## config.mk

```make
export PLATFORM = sky130hd
export DESIGN_NAME = rtc_regfile
export DESIGN_NICKNAME = d
export VERILOG_FILES = /design/src/rtl/rtc_pkg.sv /design/src/rtl/rtc_cal_store.sv /design/src/rtl/rtc_status_regs.sv /design/src/rtl/rtc_periodic.sv /design/src/rtl/rtc_regfile.sv
export SDC_FILE = /design/constraint.sdc
export NUM_CORES = 1
export LEC_CHECK = 0
export BUFFER_PORTS_ARGS = -buffer_cell sky130_fd_sc_hd__clkbuf_2
export CAP_MARGIN = 40
export CORE_UTILIZATION = 50
export CTS_CLUSTER_SIZE = 10
export DETAILED_ROUTE_END_ITERATION = 16
export PLACE_DENSITY = 0.66
export REMOVE_ABC_BUFFERS = 1
export SLEW_MARGIN = 20
export SYNTH_ARGS = -nofsm -noshare
export SYNTH_HDL_FRONTEND = slang
export SYNTH_SLANG_ARGS = --single-unit
```

## constraint.sdc

```tcl
create_clock -name clk -period 3.4 [get_ports clk]
set_input_delay 0.17 -clock clk [delete_from_list [all_inputs] [get_ports clk]]
set_output_delay 0.17 -clock clk [all_outputs]
set_load 0.02 [all_outputs]
```

## src/rtl/rtc_pkg.sv

```systemverilog
package rtc_pkg;

    localparam int          IDX_W      = 4;
    localparam int          NUM_CAL    = 10;
    localparam logic [3:0]  IDX_A      = 4'hA;
    localparam logic [3:0]  IDX_B      = 4'hB;
    localparam logic [3:0]  IDX_C      = 4'hC;
    localparam logic [7:0]  MAX_IDX    = 8'h0D;

    // status register A: 32.768 kHz base, 1024 Hz rate, bit 7 update flag
    localparam logic [7:0]  A_RESET    = 8'h26;
    localparam int          UIP_BIT    = 7;

    // status register B
    localparam int          PIE_BIT    = 6;
    localparam int          SQW_BIT    = 3;
    localparam int          BIN_BIT    = 2;
    localparam int          H24_BIT    = 1;
    localparam logic [7:0]  B_RESET    = 8'h46;
    localparam logic [7:0]  B_FREE     = (8'h01 << PIE_BIT) | (8'h01 << SQW_BIT);
    localparam logic [7:0]  B_FIXED    = (8'h01 << BIN_BIT) | (8'h01 << H24_BIT);

    typedef struct packed {
        logic [IDX_W-1:0] idx;
        logic [7:0]       rdata;
        logic             err;
    } front_t;

endpackage

```

## src/rtl/rtc_cal_store.sv

```systemverilog
module rtc_cal_store
    import rtc_pkg::*;
#(
    parameter int INIT_YEAR  = 2024,
    parameter bit YEAR_BCD   = 1'b1,
    parameter int INIT_MONTH = 3,
    parameter int INIT_MDAY  = 15,
    parameter int INIT_WDAY  = 6,
    parameter int INIT_HOUR  = 13,
    parameter int INIT_MIN   = 45,
    parameter int INIT_SEC   = 30
) (
    input  logic             clk,
    input  logic             rst_n,
    input  logic             we,
    input  logic [IDX_W-1:0] idx,
    input  logic [7:0]       wdata,
    output logic [7:0]       rdata
);

    localparam int YEAR_CODE = YEAR_BCD ?
        ((((INIT_YEAR % 100) / 10) * 16) + (INIT_YEAR % 10)) :
        (INIT_YEAR - 1900);

    function automatic logic [7:0] init_byte(input int i);
        case (i)
            0:       return 8'(INIT_SEC);
            2:       return 8'(INIT_MIN);
            4:       return 8'(INIT_HOUR);
            6:       return 8'(INIT_WDAY);
            7:       return 8'(INIT_MDAY);
            8:       return 8'(INIT_MONTH);
            9:       return 8'(YEAR_CODE);
            default: return 8'h00;
        endcase
    endfunction

    logic [7:0] mem_d [NUM_CAL];
    logic [7:0] mem_q [NUM_CAL];

    always_comb begin
        for (int i = 0; i < NUM_CAL; i++) begin
            mem_d[i] = mem_q[i];
            if (we && (int'(idx) == i)) mem_d[i] = wdata;
        end
    end

    for (genvar g = 0; g < NUM_CAL; g++) begin : g_byte
        always_ff @(posedge clk or negedge rst_n) begin
            if (!rst_n) mem_q[g] <= init_byte(g);
            else        mem_q[g] <= mem_d[g];
        end
    end

    always_comb begin
        rdata = 8'h00;
        for (int i = 0; i < NUM_CAL; i++) begin
            if (int'(idx) == i) rdata = mem_q[i];
        end
    end

endmodule

```

## src/rtl/rtc_status_regs.sv

```systemverilog
module rtc_status_regs
    import rtc_pkg::*;
(
    input  logic       clk,
    input  logic       rst_n,
    input  logic       wr_a,
    input  logic       wr_b,
    input  logic       rd_a,
    input  logic [7:0] wdata,
    output logic [7:0] stat_a,
    output logic [7:0] stat_b,
    output logic [7:0] a_read_val,
    output logic       a_bad,
    output logic       b_bad,
    output logic       pie_start,
    output logic       pie_stop
);

    typedef struct packed {
        logic [7:0] a;
        logic [7:0] b;
    } stat_t;

    stat_t st_d, st_q;
    logic  b_ok;

    always_comb begin
        st_d       = st_q;
        a_bad      = wr_a && (wdata != A_RESET);
        b_ok       = ((wdata & ~B_FREE) == B_FIXED);
        b_bad      = wr_b && !b_ok;
        pie_start  = wr_b && b_ok && wdata[PIE_BIT];
        pie_stop   = wr_b && b_ok && !wdata[PIE_BIT];
        a_read_val = st_q.a ^ (8'h01 << UIP_BIT);

        if (wr_a && !a_bad)  st_d.a = wdata;
        else if (rd_a)       st_d.a = a_read_val;

        if (wr_b && b_ok)    st_d.b = wdata;
    end

    always_ff @(posedge clk or negedge rst_n) begin
        if (!rst_n) begin
            st_q.a <= A_RESET;
            st_q.b <= B_RESET;
        end else begin
            st_q <= st_d;
        end
    end

    assign stat_a = st_q.a;
    assign stat_b = st_q.b;

endmodule

```

## src/rtl/rtc_periodic.sv

```systemverilog
module rtc_periodic #(
    parameter int INTERVAL = 1024
) (
    input  logic clk,
    input  logic rst_n,
    input  logic start,
    input  logic stop,
    output logic pulse
);

    localparam int CNT_W = (INTERVAL > 2) ? $clog2(INTERVAL) : 1;
    localparam logic [CNT_W-1:0] LAST = CNT_W'(INTERVAL - 1);

    typedef struct packed {
        logic             run;
        logic [CNT_W-1:0] cnt;
        logic             pulse;
    } tmr_t;

    tmr_t st_d, st_q;

    always_comb begin
        st_d       = st_q;
        st_d.pulse = 1'b0;
        if (stop) begin
            st_d.run = 1'b0;
            st_d.cnt = '0;
        end else if (start && !st_q.run) begin
            st_d.run = 1'b1;
            st_d.cnt = '0;
        end else if (st_q.run) begin
            if (st_q.cnt == LAST) begin
                st_d.cnt   = '0;
                st_d.pulse = 1'b1;
            end else begin
                st_d.cnt = st_q.cnt + 1'b1;
            end
        end
    end

    always_ff @(posedge clk or negedge rst_n) begin
        if (!rst_n) begin
            st_q.run   <= 1'b1;
            st_q.cnt   <= '0;
            st_q.pulse <= 1'b0;
        end else begin
            st_q <= st_d;
        end
    end

    assign pulse = st_q.pulse;

endmodule

```

## src/rtl/rtc_regfile.sv

```systemverilog
module rtc_regfile
    import rtc_pkg::*;
#(
    parameter int INTERVAL   = 1024,
    parameter int INIT_YEAR  = 2024,
    parameter bit YEAR_BCD   = 1'b1,
    parameter int INIT_MONTH = 3,
    parameter int INIT_MDAY  = 15,
    parameter int INIT_WDAY  = 6,
    parameter int INIT_HOUR  = 13,
    parameter int INIT_MIN   = 45,
    parameter int INIT_SEC   = 30
) (
    input  logic       clk,
    input  logic       rst_n,
    input  logic       idx_wr,
    input  logic       dat_wr,
    input  logic       dat_rd,
    input  logic [7:0] wdata,
    output logic [7:0] rdata,
    output logic       err,
    output logic       irq
);

    front_t st_d, st_q;

    logic             is_cal, cal_we;
    logic             wr_a, wr_b, rd_a;
    logic             idx_bad, cd_bad;
    logic             a_bad, b_bad, pie_start, pie_stop;
    logic [7:0]       cal_rdata, stat_a, stat_b, a_read_val;
    logic [7:0]       rd_mux;
    logic [IDX_W-1:0] idx_cur;

    assign idx_cur = st_q.idx;

    rtc_cal_store #(
        .INIT_YEAR (INIT_YEAR),
        .YEAR_BCD  (YEAR_BCD),
        .INIT_MONTH(INIT_MONTH),
        .INIT_MDAY (INIT_MDAY),
        .INIT_WDAY (INIT_WDAY),
        .INIT_HOUR (INIT_HOUR),
        .INIT_MIN  (INIT_MIN),
        .INIT_SEC  (INIT_SEC)
    ) u_cal (
        .clk  (clk),
        .rst_n(rst_n),
        .we   (cal_we),
        .idx  (idx_cur),
        .wdata(wdata),
        .rdata(cal_rdata)
    );

    rtc_status_regs u_stat (
        .clk       (clk),
        .rst_n     (rst_n),
        .wr_a      (wr_a),
        .wr_b      (wr_b),
        .rd_a      (rd_a),
        .wdata     (wdata),
        .stat_a    (stat_a),
        .stat_b    (stat_b),
        .a_read_val(a_read_val),
        .a_bad     (a_bad),
        .b_bad     (b_bad),
        .pie_start (pie_start),
        .pie_stop  (pie_stop)
    );

    rtc_periodic #(
        .INTERVAL(INTERVAL)
    ) u_tmr (
        .clk  (clk),
        .rst_n(rst_n),
        .start(pie_start),
        .stop (pie_stop),
        .pulse(irq)
    );

    always_comb begin
        st_d    = st_q;
        is_cal  = (int'(st_q.idx) < NUM_CAL);
        cal_we  = dat_wr && is_cal;
        wr_a    = dat_wr && (st_q.idx == IDX_A);
        wr_b    = dat_wr && (st_q.idx == IDX_B);
        rd_a    = dat_rd && (st_q.idx == IDX_A);
        cd_bad  = dat_wr && (st_q.idx >= IDX_C);
        idx_bad = idx_wr && (wdata > MAX_IDX);

        if (is_cal)                   rd_mux = cal_rdata;
        else if (st_q.idx == IDX_A)   rd_mux = a_read_val;
        else if (st_q.idx == IDX_B)   rd_mux = stat_b;
        else                          rd_mux = 8'h00;

        if (dat_rd)              st_d.rdata = rd_mux;
        if (idx_wr && !idx_bad)  st_d.idx   = wdata[IDX_W-1:0];
        st_d.err = idx_bad | a_bad | b_bad | cd_bad;
    end

    always_ff @(posedge clk or negedge rst_n) begin
        if (!rst_n) begin
            st_q.idx   <= '0;
            st_q.rdata <= 8'h00;
            st_q.err   <= 1'b0;
        end else begin
            st_q <= st_d;
        end
    end

    assign rdata = st_q.rdata;
    assign err   = st_q.err;

endmodule

```

==> impl_metrics.tcl, run 1 <==
set metrics [dict create \
    result_of_the_run "finished, final reports clean" \
    ir_drop_mv 0.679 \
    maxCapViolCount 0 \
    post_synth_num_cell_types 61 \
    critPathRequiredTime_ps 3660 \
    viasPerCell 5.92 \
    clock_sink_count 121 \
    chipHeight_um 110 \
    synth.area.top_cells "sky130_fd_sc_hd__dfrtp_1 40%, sky130_fd_sc_hd__mux2_2 15%, sky130_fd_sc_hd__dfstp_2 13%" \
    post-cts-setup-buffer-count 0 \
    grt_pass1_wl_um 20700 \
    clock_tree.buffer_depth 2 \
    wl_per_cell_um 19.8 \
    timing.final.setup_violations 0 \
    finalCritPeriodShare_pct 72.7 \
    synthDominantAreaCellType "sky130_fd_sc_hd__dfrtp_1" \
    gp_congestion 0.781 \
    critical_path_arrival_ps 2730 \
    use_met2_pct 34.6 \
    ctsResizeCount 0 \
    first_global_vias 3726 \
    timing.setup.critical_path_class "reg2reg" \
    fp.dieW_um 110 \
    count_of_state_elements_after_synthesis 121 \
    syn-instance-count 468 \
    drt-pass1-iter-count 4 \
    cts.clk_slew.worst_paths_ps 50 \
    maximum_number_of_pins_on_one_net_before_global_route_repair 52 \
    synth.top_cells.by_count "93 x sky130_fd_sc_hd__dfrtp_1, 80 x sky130_fd_sc_hd__mux2_2, 30 x sky130_fd_sc_hd__nor2_1, 28 x sky130_fd_sc_hd__dfstp_2, 27 x sky130_fd_sc_hd__o21ai_0" \
    met1_usage_pct 33.7 \
    root_buffer "sky130_fd_sc_hd__clkbuf_16" \
    cts_tree "done" \
    ioPinCount 23 \
    globalRoute.totalOverflow 0 \
    std_cell_rows 39 \
    post-synth-top-area-fraction_pct 40.0 \
    grt_setup_unrepaired "false" \
    post-dp-hpwl_um 8520 \
    via_count 3812 \
    initial_core_util_pct 51.2 \
    timing.max_slew.rel_slack_pct 45.9 \
    cts_made_buffers 17 \
    finalCriticalPeriod_ps 2470 \
    post_synth.cell_area_avg_um2 12.4 \
    yosys.cell_count.top_type "sky130_fd_sc_hd__dfrtp_1" \
    path_class_of_the_lowest_slack_min_delay_path "in2reg" \
    utilization_pct 59.2 \
    synthesis.yosys.warnings 0 \
    global_route.usage.total_pct 23.7 \
    top_usage_layer "met2" \
    ant_nets 0 \
    io_buffers 22 \
    final.setup_skew_ps 4.85 \
    reg2reg_depth 5 \
    cp_cell_sequence "buf_8 > and3b_1 > o21a_1 > a2111oi_0 > a211oi_1" \
    n_fill_cell 925 \
    hold_start "wdata[5]" \
    final_layout_size_suffix_gt1_share_pct 37.5 \
    num-nets-final 502 \
    finalWirelength_um 12700 \
    tns_ps 0 \
    fmax_mhz 404 \
    synth_enable_flop_cells 0 \
    synth_flop_cell "sky130_fd_sc_hd__dfrtp_1" \
    async_reset_ff_share_pct 100 \
    synthToLayoutAreaGrowth_pct 15.6 \
    critPathMaxFanout 17 \
    power.leakage_nw 2.93 \
    worst_skew_late_latency_ps 410 \
    post-route-drc-count 0 \
    grt_antenna_before_repair 0 \
    p_per_area_nw_per_um2 830 \
    cp-startpoint "idx_cur[1]" \
    cts_max_level 4 \
    worst_r2r_startpoint "idx_cur[1]" \
    final-hold-violation-count 0 \
    n_antenna_cell 0 \
    groute.layer.met3.usage_pct 6.58 \
    mappedNetlistArea_um2 5820 \
    critical_path_sink_type "flip-flop" \
    r2r_slack_ps 930 \
    max_slew.worst_pin.slew_ps 790 \
    cp_slowest_stage_delay_ps 680 \
    core_area_um2 11400 \
    dr.first_iter.drc_count 340 \
    timing.final.max_slew_violations 0 \
    seq_area_frac_synth_pct 52.6 \
    timing.rr.end "rdata[7]" \
    crit_slowest_cell "sky130_fd_sc_hd__a2111oi_0" \
    worstSetupStartpointType "flip-flop" \
    timing.critical_path.to "rdata[7]" \
    floorplan.die_area_um2 12100 \
]
cell usage in the layout (no fill, tap or decap), types with 4 or more instances in the layout:
cell type	n
sky130_fd_sc_hd__nand3b_1	7
sky130_fd_sc_hd__mux2i_1	16
sky130_fd_sc_hd__buf_4	8
sky130_fd_sc_hd__bufinv_16	4
sky130_fd_sc_hd__dfrtp_1	92
sky130_fd_sc_hd__nor2b_1	8
sky130_fd_sc_hd__and3_1	7
sky130_fd_sc_hd__o31ai_1	4
sky130_fd_sc_hd__nor2_1	30
sky130_fd_sc_hd__o21ai_0	27
sky130_fd_sc_hd__and3b_1	8
sky130_fd_sc_hd__nand2_1	14
sky130_fd_sc_hd__nand3_1	8
sky130_fd_sc_hd__clkbuf_16	17
sky130_fd_sc_hd__a221oi_1	6
sky130_fd_sc_hd__clkbuf_1	4
sky130_fd_sc_hd__a22o_1	7
sky130_fd_sc_hd__inv_1	4
sky130_fd_sc_hd__a2111oi_0	7
sky130_fd_sc_hd__a21boi_0	6
sky130_fd_sc_hd__dfstp_2	28
sky130_fd_sc_hd__clkbuf_8	4
sky130_fd_sc_hd__clkbuf_2	21
sky130_fd_sc_hd__mux4_2	7
sky130_fd_sc_hd__and2_1	4
sky130_fd_sc_hd__a211oi_1	8
sky130_fd_sc_hd__mux2_2	80
per-layer routing:
metal  vias up  wire (µm)
li1       1776          -
met1      1932       6100
met2        93       5920
met3        11        578
met4         0        127
met5         -          0
flip-flops by register name (all words and copies together) (netlist names):
register       count
u_cal.mem_q       80
err                1
u_tmr.pulse        1
rdata              8
u_tmr.st_q        11
idx_cur            4
u_stat.stat_a      8
u_stat.stat_b      8
critical path, delay by kind of cell (launching register included):
family	cells	cell delay, ps
AOI/OAI and AO/OA	3	1170
buffers and inverters	1	250
DFF	1	570
and+or+nand+nor	1	320
worst min path at each step:
stage	endpoint	cells after the start	slack (ps)
after global routing	u_cal.mem_q[37]	2	150
after detailed placement	u_tmr.st_q[6]	1	90
after global placement	u_tmr.st_q[7]	1	360
after CTS	u_cal.mem_q[21]	2	130
final	u_cal.mem_q[21]	2	150
after floorplan	err	0	-130
power by group:
group          leakage, nW  switching, mW  internal [mW]
clock network        0.307          0.601           1.30
registers             1.44          0.320           2.02
logic                 1.18          0.633          0.708
repair_timing:
action	4_1_cts	5_1_grt
endpoints found under the setup margin	0	0
endpoints found under the hold margin	25	0
hold buffers	1	0
through the flow:
stage               instance area, µm²  std cells  setup WS (ps)  hold slack (ps)  total power [mW]
finish                            6730        644            927              151              5.59
global route                      6730        644            811              153              5.89
CTS                               6710        643            748              134              5.62
detailed placement                6070        610            766             91.8              3.68
global placement                  6020        607            760              363              3.60
floorplan                         5660        435            854             -126              3.21
final cells by class:
class                   count  area (µm²)  area share [%]
repair buffers             34         258            3.83
inverters                   5        18.8           0.279
well taps                 143         179            2.66
flip-flops and latches    121        3060            45.5
clock inverters             7         138            2.04
multi-input cells         309        2580            38.3
clock buffers              25         495            7.36
cells by family (layout without fill, tap and decap cells):
group	Yosys count	after routing	synth area share [%]
AND/OR/NAND/NOR	112	112	11.2
buffers and inverters	38	71	3.12
XOR/XNOR	6	6	0.903
multiplexers	106	106	21.7
flip-flops	121	121	52.6
AO/OA/AOI/OAI	84	84	10.3
adder cells (fa/ha/maj)	1	1	0.215
Power figures use the tool's default switching activity.
==> inputs of run 2 (changes only) <==
- ABC_AREA: not set -> 1
- PLACE_DENSITY: 0.66 -> 0.68
- clock period: 3.4 -> 2.2 ns (I/O delays scaled with it)
==> run 2 against run 1 <==
- worst hold slack worse by 150 ps
- sequential share of layout area is 2.1 points higher
- clock power is 47% higher
- design area is 4.5% lower
- count of clock-buffer cells in the layout is 7 lower
- synthesized area is 5.6% lower
- synthesized cell count is 39% higher
- routed wire length is 0.69% higher
- register-to-register slack worse by 640 ps
- global-route usage is 1.4 points higher
- critical path type unchanged
- critical endpoint is now err
- largest power group unchanged
==> impl_metrics.tcl, run 2 <==
set metrics [dict create \
    result_of_the_run "finished, final reports clean" \
    synth.area.top_cells "sky130_fd_sc_hd__dfrtp_1 42%, sky130_fd_sc_hd__dfstp_2 13%, sky130_fd_sc_hd__nand2_1 12%" \
    drt-pass1-iter-count 4 \
    synth_enable_flop_cells 0 \
    fmax_mhz 524 \
    ant_nets 0 \
    critical_path_sink_type "flip-flop" \
    grt_pass1_wl_um 21800 \
    post_synth.cell_area_avg_um2 8.43 \
    synthDominantAreaCellType "sky130_fd_sc_hd__dfrtp_1" \
    synthesis.yosys.warnings 0 \
    placed_cells 797 \
    num-nets-final 700 \
    wl_per_cell_um 15.3 \
    post-synth-top-area-fraction_pct 42.3 \
    clock_sink_count 121 \
    n_antenna_cell 0 \
    clock_tree.buffer_depth 2 \
    instance_area_after_placement_um2 5770 \
    final-hold-violation-count 0 \
    std_cell_rows 37 \
    first_global_vias 4404 \
    maximum_number_of_pins_on_one_net_before_global_route_repair 68 \
    post-route-drc-count 0 \
    async_reset_ff_share_pct 100 \
    finalNonFillerCells 835 \
    io_buffers 22 \
    fp.dieW_um 107 \
    final_layout_size_suffix_gt1_share_pct 17.7 \
    timing.final.setup_violations 0 \
    power.total_mw 8.28 \
    mappedNetlistArea_um2 5500 \
    p_per_area_nw_per_um2 1290 \
    critPathRequiredTime_ps 2650 \
    synthToLayoutAreaGrowth_pct 16.9 \
    yosys.cell_count.top_type "sky130_fd_sc_hd__nand2_1" \
    grt_antenna_before_repair 0 \
    floorplan.die_area_um2 11400 \
    syn-instance-count 652 \
    globalRoute.totalOverflow 0 \
    final_cell_area_um2 6430 \
    path_class_of_the_lowest_slack_min_delay_path "in2async" \
    cts_tree "done" \
    count_of_state_elements_after_synthesis 121 \
    cts_max_level 4 \
    final.setup_skew_ps 7.25 \
    post_synth_num_cell_types 31 \
    dr.first_iter.drc_count 285 \
    timing.final.max_slew_violations 0 \
    post-route-worst-setup-slack_ps 290 \
    layout_top_registers "u_cal.mem_q x80, u_tmr.st_q x11" \
    final_common_cell "sky130_fd_sc_hd__nand2_1" \
    top_register "u_cal.mem_q" \
    global_route.usage.total_pct 25.1 \
    viasPerCell 5.28 \
    seq_area_frac_synth_pct 55.7 \
    timing.max_slew.rel_slack_pct 64.2 \
    synth.top_cells.by_count "175 x sky130_fd_sc_hd__nand2_1, 93 x sky130_fd_sc_hd__dfrtp_1, 84 x sky130_fd_sc_hd__o21ai_0, 62 x sky130_fd_sc_hd__inv_1, 50 x sky130_fd_sc_hd__nor2_1" \
    maxCapViolCount 0 \
    grt_setup_unrepaired "false" \
    worstSetupStartpointType "flip-flop" \
    finalWirelength_um 12800 \
    dp_worst_setup_slack_ps 382 \
    critPathMaxFanout 10 \
    finalCritPeriodShare_pct 86.8 \
    cts.clk_slew.worst_paths_ps 60 \
    initial_core_util_pct 52.3 \
    layout_common_cells "175 x sky130_fd_sc_hd__nand2_1, 93 x sky130_fd_sc_hd__dfrtp_1, 84 x sky130_fd_sc_hd__o21ai_0" \
    reg2reg_depth 7 \
    cts_made_buffers 17 \
    max_slew.worst_pin.slew_ps 537 \
    via_count 4406 \
    ir_drop_mv 0.918 \
    power.leakage_nw 3.02 \
    gp_congestion 0.868 \
    post-dp-hpwl_um 8590 \
    finalCriticalPeriod_ps 1910 \
    ioPinCount 23 \
    root_buffer "sky130_fd_sc_hd__clkbuf_8" \
    largest_reg_flops 80 \
    chipHeight_um 107 \
    critical_path_arrival_ps 2360 \
    post-cts-setup-buffer-count 0 \
    worst_skew_late_latency_ps 520 \
    core_area_um2 10500 \
    synth_flop_cell "sky130_fd_sc_hd__dfrtp_1" \
    timing.setup.critical_path_class "reg2reg" \
]
run 2: cell types whose count changed after synthesis, sizes merged, moves of 19 or more:
cell | before | now
inv | 4 | 67
mux2 | 83 | 0
nand2 | 14 | 179
nand3 | 8 | 44
nand4 | 2 | 21
nor2 | 30 | 60
o21ai | 28 | 92
run 2: cells by family (layout without fill, tap and decap cells):
logic type      count (synthesis)  count (layout)  synth area share (%)
compound gates                122             122                  11.8
xor+xnor                        3               3                 0.478
simple gates                  313             313                  25.2
buf+inv                        92             139                  6.60
fa+ha+maj                       1               1                 0.228
flops                         121             121                  55.7
run 2: cell type report:
class	instances	area, µm²
clock buffer	18	428
inverter	68	255
timing repair buffer	39	268
clock inverter	14	171
tap	136	170
fill	902	4080
sequential	121	3060
multi-input combinational	439	2070
run 2: repair_timing:
item,in CTS,in global routing
hold buffers,6,0
hold endpoints to repair,101,0
resized for setup,0,0
run 2: per-stage QoR:
step           util, %  setup TNS (ps)  hold slack (ps)
2_1_floorplan        -           -1300             -186
3_3_place_gp      54.9               0             1.60
6_report          61.2               0             5.70
3_5_place_dp      54.9               0             5.83
4_1_cts           61.2               0             2.41
5_1_grt           61.2               0             21.6
run 2: path summary, 6_finish.rpt:
path,slack [ps],to,startpoint
min,6,u_cal.mem_q[39],rst_n
min reg2reg,470,u_stat.stat_b[1],u_stat.stat_b[1]
max in group asynchronous,1410,u_tmr.st_q[11],rst_n
max,290,err,idx_cur[1]
max reg2reg,290,err,idx_cur[1]
min in group clk,30,u_stat.stat_b[1],wdata[4]
run 2: layer usage:
| layer | vias up | share of wire (%) | track usage [%] |
|---|---|---|---|
| li1 | 2181 | - | - |
| met1 | 2098 | 48 | 36.0 |
| met2 | 114 | 46 | 38.5 |
| met3 | 13 | 5.0 | 6.02 |
| met4 | 0 | 0.94 | 6.07 |
| met5 | - | 0 | 0 |
run 2: power breakdown:
group,switching (mW),leakage (nW),internal (mW)
Sequential,0.512,1.44,3.17
Combinational,1.13,1.30,0.678
Clock,1.03,0.288,1.76
Total,2.67,3.02,5.61
run 2: worst max-delay path, stage by stage (launching register included):
cell                            delay, ps
sky130_fd_sc_hd__dfrtp_1              490
sky130_fd_sc_hd__inv_1                110
sky130_fd_sc_hd__nor2_2               140
sky130_fd_sc_hd__nand2_2              180
sky130_fd_sc_hd__nor2_1               170
sky130_fd_sc_hd__nand2_1               80
sky130_fd_sc_hd__o211ai_1             110
sky130_fd_sc_hd__dlygate4sd3_1        580
